**src/rtl/sdx_uart_pkg.sv**
```systemverilog
package sdx_uart_pkg;
    typedef enum logic [2:0] {TX_IDLE, TX_START, TX_DATA, TX_PAR, TX_STOP} tx_state_t;
    typedef enum logic [2:0] {RX_IDLE, RX_START, RX_DATA, RX_PAR, RX_STOP, RX_RECOVER} rx_state_t;

    localparam logic [1:0] A_MODE = 2'd0;
    localparam logic [1:0] A_CTL  = 2'd1;
    localparam logic [1:0] A_DATA = 2'd2;
    localparam logic [1:0] A_STAT = 2'd3;

    localparam int M_LOOP = 7;
    localparam int M_WOR  = 6;
    localparam int M_SRC  = 5;
    localparam int M_PEN  = 1;
    localparam int M_PODD = 0;
    localparam logic [7:0] MODE_MASK = 8'hE3;

    localparam int C_TXEN  = 0;
    localparam int C_RXEN  = 1;
    localparam int C_TXDIR = 2;
    localparam int C_RXDIR = 3;
    localparam int C_RXGPO = 4;
    localparam logic [7:0] CTL_MASK = 8'h1F;
endpackage

```
**src/rtl/sdx_uart_tx.sv**
```systemverilog
module sdx_uart_tx
    import sdx_uart_pkg::*;
#(
    parameter int DW  = 8,
    parameter int OVS = 16
) (
    input  logic          clk,
    input  logic          rst_n,
    input  logic          tick,
    input  logic          en,
    input  logic          par_en,
    input  logic          par_odd,
    input  logic          load,
    input  logic [DW-1:0] din,
    output logic          busy,
    output logic          line_o
);
    localparam int CW = $clog2(OVS);
    localparam int IW = $clog2(DW);

    tx_state_t     state_q, state_d;
    logic [CW-1:0] cnt_q;
    logic [IW-1:0] idx_q;
    logic [DW-1:0] sh_q;
    logic          par_q;
    logic          bit_end;

    assign bit_end = tick && (cnt_q == CW'(OVS - 1));

    always_comb begin
        state_d = state_q;
        unique case (state_q)
            TX_IDLE:  if (load && en) state_d = TX_START;
            TX_START: if (bit_end) state_d = TX_DATA;
            TX_DATA:  if (bit_end && idx_q == IW'(DW - 1)) state_d = par_en ? TX_PAR : TX_STOP;
            TX_PAR:   if (bit_end) state_d = TX_STOP;
            TX_STOP:  if (bit_end) state_d = TX_IDLE;
            default:  state_d = TX_IDLE;
        endcase
    end

    always_ff @(posedge clk or negedge rst_n) begin
        if (!rst_n) state_q <= TX_IDLE;
        else        state_q <= state_d;
    end

    always_ff @(posedge clk or negedge rst_n) begin
        if (!rst_n) begin
            cnt_q <= '0;
            idx_q <= '0;
            sh_q  <= '0;
            par_q <= 1'b0;
        end else if (state_q == TX_IDLE) begin
            cnt_q <= '0;
            idx_q <= '0;
            if (load && en) begin
                sh_q  <= din;
                par_q <= (^din) ^ par_odd;
            end
        end else if (tick) begin
            cnt_q <= bit_end ? '0 : cnt_q + 1'b1;
            if (bit_end && state_q == TX_DATA) begin
                sh_q  <= sh_q >> 1;
                idx_q <= idx_q + 1'b1;
            end
        end
    end

    always_comb begin
        unique case (state_q)
            TX_START: line_o = 1'b0;
            TX_DATA:  line_o = sh_q[0];
            TX_PAR:   line_o = par_q;
            default:  line_o = 1'b1;
        endcase
        busy = (state_q != TX_IDLE);
    end

    // a frame always opens with a low start bit
    p_start_low_r2: assert property (@(posedge clk) disable iff (!rst_n)
        $rose(busy) |-> !line_o);
    // the line only moves on a baud tick while a frame is in flight
    p_line_on_tick_r2: assert property (@(posedge clk) disable iff (!rst_n)
        (busy && !tick) |=> $stable(line_o));
endmodule

```
**src/rtl/sdx_uart_rx.sv**
```systemverilog
module sdx_uart_rx
    import sdx_uart_pkg::*;
#(
    parameter int DW  = 8,
    parameter int OVS = 16
) (
    input  logic          clk,
    input  logic          rst_n,
    input  logic          tick,
    input  logic          en,
    input  logic          par_en,
    input  logic          par_odd,
    input  logic          line_i,
    output logic          done,
    output logic [DW-1:0] data,
    output logic          ferr,
    output logic          perr
);
    localparam int CW = $clog2(OVS);
    localparam int IW = $clog2(DW);

    rx_state_t     state_q, state_d;
    logic [CW-1:0] cnt_q;
    logic [IW-1:0] idx_q;
    logic [DW-1:0] sh_q;
    logic          pbit_q;
    logic          s1_q, s2_q;
    logic          bit_end, mid_start;

    assign bit_end   = tick && (cnt_q == CW'(OVS - 1));
    assign mid_start = tick && (cnt_q == CW'(OVS / 2 - 1));

    always_ff @(posedge clk or negedge rst_n) begin
        if (!rst_n) begin
            s1_q <= 1'b1;
            s2_q <= 1'b1;
        end else begin
            s1_q <= line_i;
            s2_q <= s1_q;
        end
    end

    always_comb begin
        state_d = state_q;
        if (!en) begin
            state_d = RX_IDLE;
        end else begin
            unique case (state_q)
                RX_IDLE:    if (tick && !s2_q) state_d = RX_START;
                RX_START:   if (mid_start) state_d = s2_q ? RX_IDLE : RX_DATA;
                RX_DATA:    if (bit_end && idx_q == IW'(DW - 1)) state_d = par_en ? RX_PAR : RX_STOP;
                RX_PAR:     if (bit_end) state_d = RX_STOP;
                RX_STOP:    if (bit_end) state_d = s2_q ? RX_IDLE : RX_RECOVER;
                RX_RECOVER: if (s2_q) state_d = RX_IDLE;
                default:    state_d = RX_IDLE;
            endcase
        end
    end

    always_ff @(posedge clk or negedge rst_n) begin
        if (!rst_n) state_q <= RX_IDLE;
        else        state_q <= state_d;
    end

    always_ff @(posedge clk or negedge rst_n) begin
        if (!rst_n) begin
            cnt_q  <= '0;
            idx_q  <= '0;
            sh_q   <= '0;
            pbit_q <= 1'b0;
            done   <= 1'b0;
            data   <= '0;
            ferr   <= 1'b0;
            perr   <= 1'b0;
        end else begin
            done <= 1'b0;
            if (state_d != state_q) cnt_q <= '0;
            else if (tick)          cnt_q <= bit_end ? '0 : cnt_q + 1'b1;
            if (state_q == RX_IDLE) idx_q <= '0;
            if (en && bit_end) begin
                unique case (state_q)
                    RX_DATA: begin
                        sh_q  <= {s2_q, sh_q[DW-1:1]};
                        idx_q <= idx_q + 1'b1;
                    end
                    RX_PAR:  pbit_q <= s2_q;
                    RX_STOP: begin
                        done <= 1'b1;
                        data <= sh_q;
                        ferr <= !s2_q;
                        perr <= par_en && ((^sh_q) ^ par_odd ^ pbit_q);
                    end
                    default: ;
                endcase
            end
        end
    end

    // the completion pulse lasts exactly one cycle
    p_done_single_r4: assert property (@(posedge clk) disable iff (!rst_n)
        done |=> !done);
    // a disabled receiver rests in its idle state
    p_disabled_idle_r12: assert property (@(posedge clk) disable iff (!rst_n)
        !en |=> (state_q == RX_IDLE));
endmodule

```
**src/rtl/sdx_uart_pins.sv**
```systemverilog
module sdx_uart_pins (
    input  logic clk,
    input  logic rst_n,
    input  logic loop_en,
    input  logic wor_en,
    input  logic src_pin,
    input  logic txd_dir,
    input  logic rxd_dir,
    input  logic rxd_gpo,
    input  logic tx_line,
    input  logic rxd_in,
    input  logic txd_in,
    output logic rx_src,
    output logic txd_out,
    output logic txd_oe,
    output logic rxd_out,
    output logic rxd_oe
);
    logic tx_val, tx_drv, rx_val, rx_drv;

    always_comb begin
        if (!loop_en || txd_dir) begin
            tx_val = tx_line;
            tx_drv = 1'b1;
        end else begin
            tx_val = 1'b1;
            tx_drv = !src_pin;
        end
        rx_val = loop_en ? rxd_gpo : 1'b1;
        rx_drv = loop_en && rxd_dir;
        if (!loop_en) rx_src = rxd_in;
        else          rx_src = src_pin ? txd_in : tx_line;
        txd_out = tx_val;
        rxd_out = rx_val;
        txd_oe  = tx_drv && !(wor_en && tx_val);
        rxd_oe  = rx_drv && !(wor_en && rx_val);
    end

    // open-drain pins never drive a high level
    p_wor_low_only_r8: assert property (@(posedge clk) disable iff (!rst_n)
        wor_en |-> !(txd_oe && txd_out) && !(rxd_oe && rxd_out));
    // single-wire with TXD as input releases the pin
    p_single_float_r6: assert property (@(posedge clk) disable iff (!rst_n)
        (loop_en && src_pin && !txd_dir) |-> !txd_oe);
    // RXD is never driven outside loop mode
    p_rxd_input_r7: assert property (@(posedge clk) disable iff (!rst_n)
        !loop_en |-> !rxd_oe);
endmodule

```
**src/rtl/sdx_uart.sv**
```systemverilog
module sdx_uart
    import sdx_uart_pkg::*;
#(
    parameter int DW  = 8,
    parameter int OVS = 16
) (
    input  logic       clk,
    input  logic       rst_n,
    input  logic [1:0] reg_addr,
    input  logic       reg_wr,
    input  logic       reg_rd,
    input  logic [7:0] reg_wdata,
    output logic [7:0] reg_rdata,
    input  logic       baud_tick,
    input  logic       rxd_in,
    input  logic       txd_in,
    output logic       txd_out,
    output logic       txd_oe,
    output logic       rxd_out,
    output logic       rxd_oe
);
    logic [7:0]    mode_q, ctl_q;
    logic          rx_full_q;
    logic          tx_busy, tx_line, rx_src, rx_done, rx_ferr, rx_perr;
    logic [DW-1:0] rx_byte;
    logic          load, take;

    assign load = reg_wr && (reg_addr == A_DATA);
    assign take = reg_rd && (reg_addr == A_DATA);

    always_ff @(posedge clk or negedge rst_n) begin
        if (!rst_n) begin
            mode_q    <= '0;
            ctl_q     <= '0;
            rx_full_q <= 1'b0;
        end else begin
            if (reg_wr && reg_addr == A_MODE) mode_q <= reg_wdata & MODE_MASK;
            if (reg_wr && reg_addr == A_CTL)  ctl_q  <= reg_wdata & CTL_MASK;
            if (rx_done)   rx_full_q <= 1'b1;
            else if (take) rx_full_q <= 1'b0;
        end
    end

    always_comb begin
        unique case (reg_addr)
            A_MODE:  reg_rdata = mode_q;
            A_CTL:   reg_rdata = ctl_q;
            A_DATA:  reg_rdata = 8'(rx_byte);
            default: reg_rdata = {4'b0, rx_perr, rx_ferr, rx_full_q, tx_busy};
        endcase
    end

    sdx_uart_tx #(.DW(DW), .OVS(OVS)) u_tx (
        .clk(clk), .rst_n(rst_n), .tick(baud_tick), .en(ctl_q[C_TXEN]),
        .par_en(mode_q[M_PEN]), .par_odd(mode_q[M_PODD]), .load(load),
        .din(reg_wdata[DW-1:0]), .busy(tx_busy), .line_o(tx_line)
    );

    sdx_uart_rx #(.DW(DW), .OVS(OVS)) u_rx (
        .clk(clk), .rst_n(rst_n), .tick(baud_tick), .en(ctl_q[C_RXEN]),
        .par_en(mode_q[M_PEN]), .par_odd(mode_q[M_PODD]), .line_i(rx_src),
        .done(rx_done), .data(rx_byte), .ferr(rx_ferr), .perr(rx_perr)
    );

    sdx_uart_pins u_pins (
        .clk(clk), .rst_n(rst_n), .loop_en(mode_q[M_LOOP]), .wor_en(mode_q[M_WOR]),
        .src_pin(mode_q[M_SRC]), .txd_dir(ctl_q[C_TXDIR]), .rxd_dir(ctl_q[C_RXDIR]),
        .rxd_gpo(ctl_q[C_RXGPO]), .tx_line(tx_line), .rxd_in(rxd_in), .txd_in(txd_in),
        .rx_src(rx_src), .txd_out(txd_out), .txd_oe(txd_oe), .rxd_out(rxd_out), .rxd_oe(rxd_oe)
    );

    // taking the byte clears the received flag unless a new frame lands
    p_rx_full_clear_r4: assert property (@(posedge clk) disable iff (!rst_n)
        (take && !rx_done) |=> !rx_full_q);
    // no frame starts while transmission is disabled
    p_tx_gated_r12: assert property (@(posedge clk) disable iff (!rst_n)
        (!ctl_q[C_TXEN] && !tx_busy) |=> !tx_busy);
endmodule

```
**config.mk**
```make
export PLATFORM = sky130hd
export DESIGN_NAME = sdx_uart
export DESIGN_NICKNAME = d
export VERILOG_FILES = /design/src/rtl/sdx_uart_pkg.sv /design/src/rtl/sdx_uart_tx.sv /design/src/rtl/sdx_uart_rx.sv /design/src/rtl/sdx_uart_pins.sv /design/src/rtl/sdx_uart.sv
export SDC_FILE = /design/constraint.sdc
export NUM_CORES = 1
export LEC_CHECK = 0
export CORE_UTILIZATION = 40
export CTS_CLUSTER_DIAMETER = 30
export CTS_CLUSTER_SIZE = 40
export DETAILED_ROUTE_END_ITERATION = 10
export PLACE_DENSITY = 0.72
export SKIP_LAST_GASP = 1
export SLEW_MARGIN = 30
export SYNTH_ARGS = -nofsm -noshare
export SYNTH_HDL_FRONTEND = slang
export SYNTH_SLANG_ARGS = --single-unit
```
**constraint.sdc**
```tcl
create_clock -name clk -period 2 [get_ports clk]
set_clock_uncertainty 0.05 [all_clocks]
set_input_delay 0.2 -clock clk [delete_from_list [all_inputs] [get_ports clk]]
set_output_delay 0.2 -clock clk [all_outputs]
set_load 0.01 [all_outputs]
```
==> out/summary.txt <==
CTS clk-pin slew, worst paths: 70 ps
Power density over the cells: 927 nW/um^2
Arrival time worst endpoint: 2330 ps
Met3 Use GR: 0.0463
Die area: 8660 sq um
Inst Count DP: 458
Top delay family on crit path: compound AO/OA/AOI/OAI gates
Fin. max-slew vios: 0
Layout cells sized above 1: 0.334
Initial Util: 0.421
Peak VDD IR: 0.463 mV
Worst-path cell chain: ha_2 -> ha_4 -> and2b_2 -> o31a_1 -> o311ai_2 -> o2111ai_2 -> nor4_1
Worst-case clock buffer depth: 2
Routed Antenna Nets: 0
Sequential cell area fraction in the yosys report: 0.468
Post-synth top flop: dfrtp_1
Number of synthesized flops with an enable pin: 0
CTS tree: done
CP max stage delay: 390 ps
Routed WL: 7250 microns
Syn Area/Cell: 11.1 sq um
Synth unique cells: 62
GRT met2 Usage: 0.297
CTS buffer count: 9
FMAX: 465 MHz
Placer Congestion: 0.846
Hold Crit Start: u_rx.s1_q$_DFF_PN1_
Worst R2R Start: u_rx.idx_q[0]$_DFF_PN0_
Final Cell Area: 4240 sq um
Die Y-Extent: 93.1 microns
FP Rows: 32
Post-Syn Instances: 300
Hold_ws: 315 ps
Max-cap violations: 0
Met1 Use GR: 0.244
Pin count of the biggest net entering global routing: 63
HPWL after detailed placement: 5100 microns
Via count: 2561
Hold Crit Depth: 0
Crit path max fanout: 4
Commonest non-fill, non-tap cell in the layout: dfrtp_1
Slowest CP cell: dfrtp_1
DRC Markers: 0
Placed Area: 3960 sq um
Tightest Pin Transition: 426 ps
First-pass DRT Iterations: 4
Startpoint Class: register
Remaining Overflow, GRT: 0
Final setup fails: 5
Most used routing layer: met2
R2R Path End: u_rx.cnt_q[1]$_DFFE_PN0P_
Synthesized area: 3320 sq um
Final hold vios: 0
CTS H-tree depth: 3
Status: finished with violations
Fin nets: 395
R2r setup slk: -150 ps
I/O pin count: 29
Worst setup margin: -150 ps
Syn_nets: 323
#FFs+latches synth: 62
Vias in the first global route: 2606
Final Cycle Share: 1.08
Core area: 7890 sq um
Synth-to-Final Area Change: 27.8%
Crit Path Category: reg -> reg
Vias/cell: 5.35
Critical Path End Type: register
Rel. slew slack: 0.715
LEAKAGE: 1.93 nW
Clock Latency Late Sink: 340 ps
Ant. Diodes: 0
Hold Path Class: reg -> reg
Most frequent cells in the layout: dfrtp_1 (58), nand2_1 (40), buf_4 (40), mux2_2 (35), clkdlybuf4s50_1 (21)
Die X: 93.1 microns
Path depth of the worst reg2reg path: 7
Failing checks: setup timing
DR WL/cell: 15.1 microns
WP buf/inv: 0
1st-iter DRT viols: 100
GRT Total Usage: 0.186
Root Buffer: clkbuf_8
Layout Cells excl Fill: 479
Synth async-reset ratio: 1.00
Hold endpoint: u_rx.s2_q$_DFF_PN1_
Initial antenna violation count: 0
TritonCTS Sinks: 62
Final min period: 2150 ps
Port bufs: 28
Unrepaired setup endpoints after global routing: true
WP data required: 2180 ps
First-pass GRT wire length: 12400 microns
Yosys warns: 0
==> Yosys cell counts (all sizes together), types with 4 or more instances <==
cell type	n	area share
a21oi	9	0.014
a22o	8	0.021
buf	4	0.0075
clkbuf	5	0.0087
dfrtp	60	0.45
ha	6	0.023
inv	8	0.0091
mux2	35	0.12
mux2i	10	0.030
nand2	41	0.047
nand3	5	0.0075
nor2	18	0.020
nor4	5	0.014
o21ai	10	0.015
xnor2	15	0.040
xor2	4	0.011
==> state kept, by name, indices dropped and copies added (netlist names) <==
name,flops
ctl_q,5
u_rx.ferr,1
u_rx.state_q,3
mode_q,5
u_tx.cnt_q,4
u_rx.pbit_q,1
u_rx.done,1
u_rx.sh_q,8
u_tx.idx_q,3
u_rx.cnt_q,4
u_tx.sh_q,8
u_rx.s2_q,1
u_tx.state_q,3
u_rx.data,8
u_rx.s1_q,1
u_rx.perr,1
u_rx.idx_q,3
rx_full_q,1
u_tx.par_q,1
==> cell families after synthesis <==
kind of cell | after synthesis | share of synthesized area
xor+xnor | 19 | 0.0502
flops | 62 | 0.468
mux | 47 | 0.163
fa+ha+maj | 6 | 0.0226
simple gates | 94 | 0.148
compound gates | 55 | 0.123
buf+inv | 17 | 0.0253
==> power by group <==
part	total [mW]	switching [mW]	leakage [nW]	internal, mW
clock	1.05	0.485	0.0968	0.568
combinational	1.24	0.591	1.02	0.645
sequential	1.65	0.195	0.817	1.45
total	3.93	1.27	1.93	2.66
==> routing by layer <==
layer	share of wire	wire length, microns	up-vias
li1	-	-	1234
met1	0.47	3430	1253
met2	0.47	3380	65
met3	0.046	336	9
met4	0.014	105	0
met5	0	0	-
==> area by class of cell <==
| class | count | area, sq um |
|---|---|---|
| Clock inverter | 5 | 50.0 |
| Timing Repair Buffer | 70 | 592 |
| Clock buffer | 11 | 131 |
| Fill cell | 702 | 3650 |
| Multi-Input combinational cell | 221 | 1750 |
| Tap cell | 102 | 128 |
| Sequential cell | 62 | 1560 |
| Inverter | 8 | 30.0 |
==> worst max path at each step <==
stage | from | endpoint | slack, ps | cells past startpoint
after CTS | u_rx.idx_q[0]$_DFF_PN0_ | u_rx.cnt_q[0]$_DFFE_PN0P_ | -120 | 7
after global routing | u_rx.idx_q[0]$_DFF_PN0_ | u_rx.cnt_q[1]$_DFFE_PN0P_ | -260 | 7
after floorplan | u_rx.idx_q[0]$_DFF_PN0_ | u_rx.cnt_q[0]$_DFFE_PN0P_ | 40 | 7
after global placement | reg_addr[0] | reg_rdata[1] | -180 | 3
after detailed placement | reg_addr[0] | reg_rdata[1] | -200 | 3
final | u_rx.idx_q[0]$_DFF_PN0_ | u_rx.cnt_q[1]$_DFFE_PN0P_ | -150 | 7
==> timing repair <==
item	in CTS	in global routing
buffers inserted	2	2
pin swaps	2	3
hold buffers	1	0
endpoints found under the hold margin	60	0
resized for setup	16	13
endpoints found under the setup margin	12	8
==> stage by stage <==
step / power, mW / setup WS, ps / util / setup TNS (ps)
6_report: 3.93 / -150 / 0.538 / -445
5_1_grt: 4.17 / -257 / 0.538 / -992
4_1_cts: 3.87 / -120 / 0.530 / -353
3_5_place_dp: 2.78 / -196 / 0.502 / -2770
3_3_place_gp: 2.74 / -180 / 0.502 / -2030
2_1_floorplan: 2.29 / 35.0 / - / 0
Power figures use the tool's default switching activity.
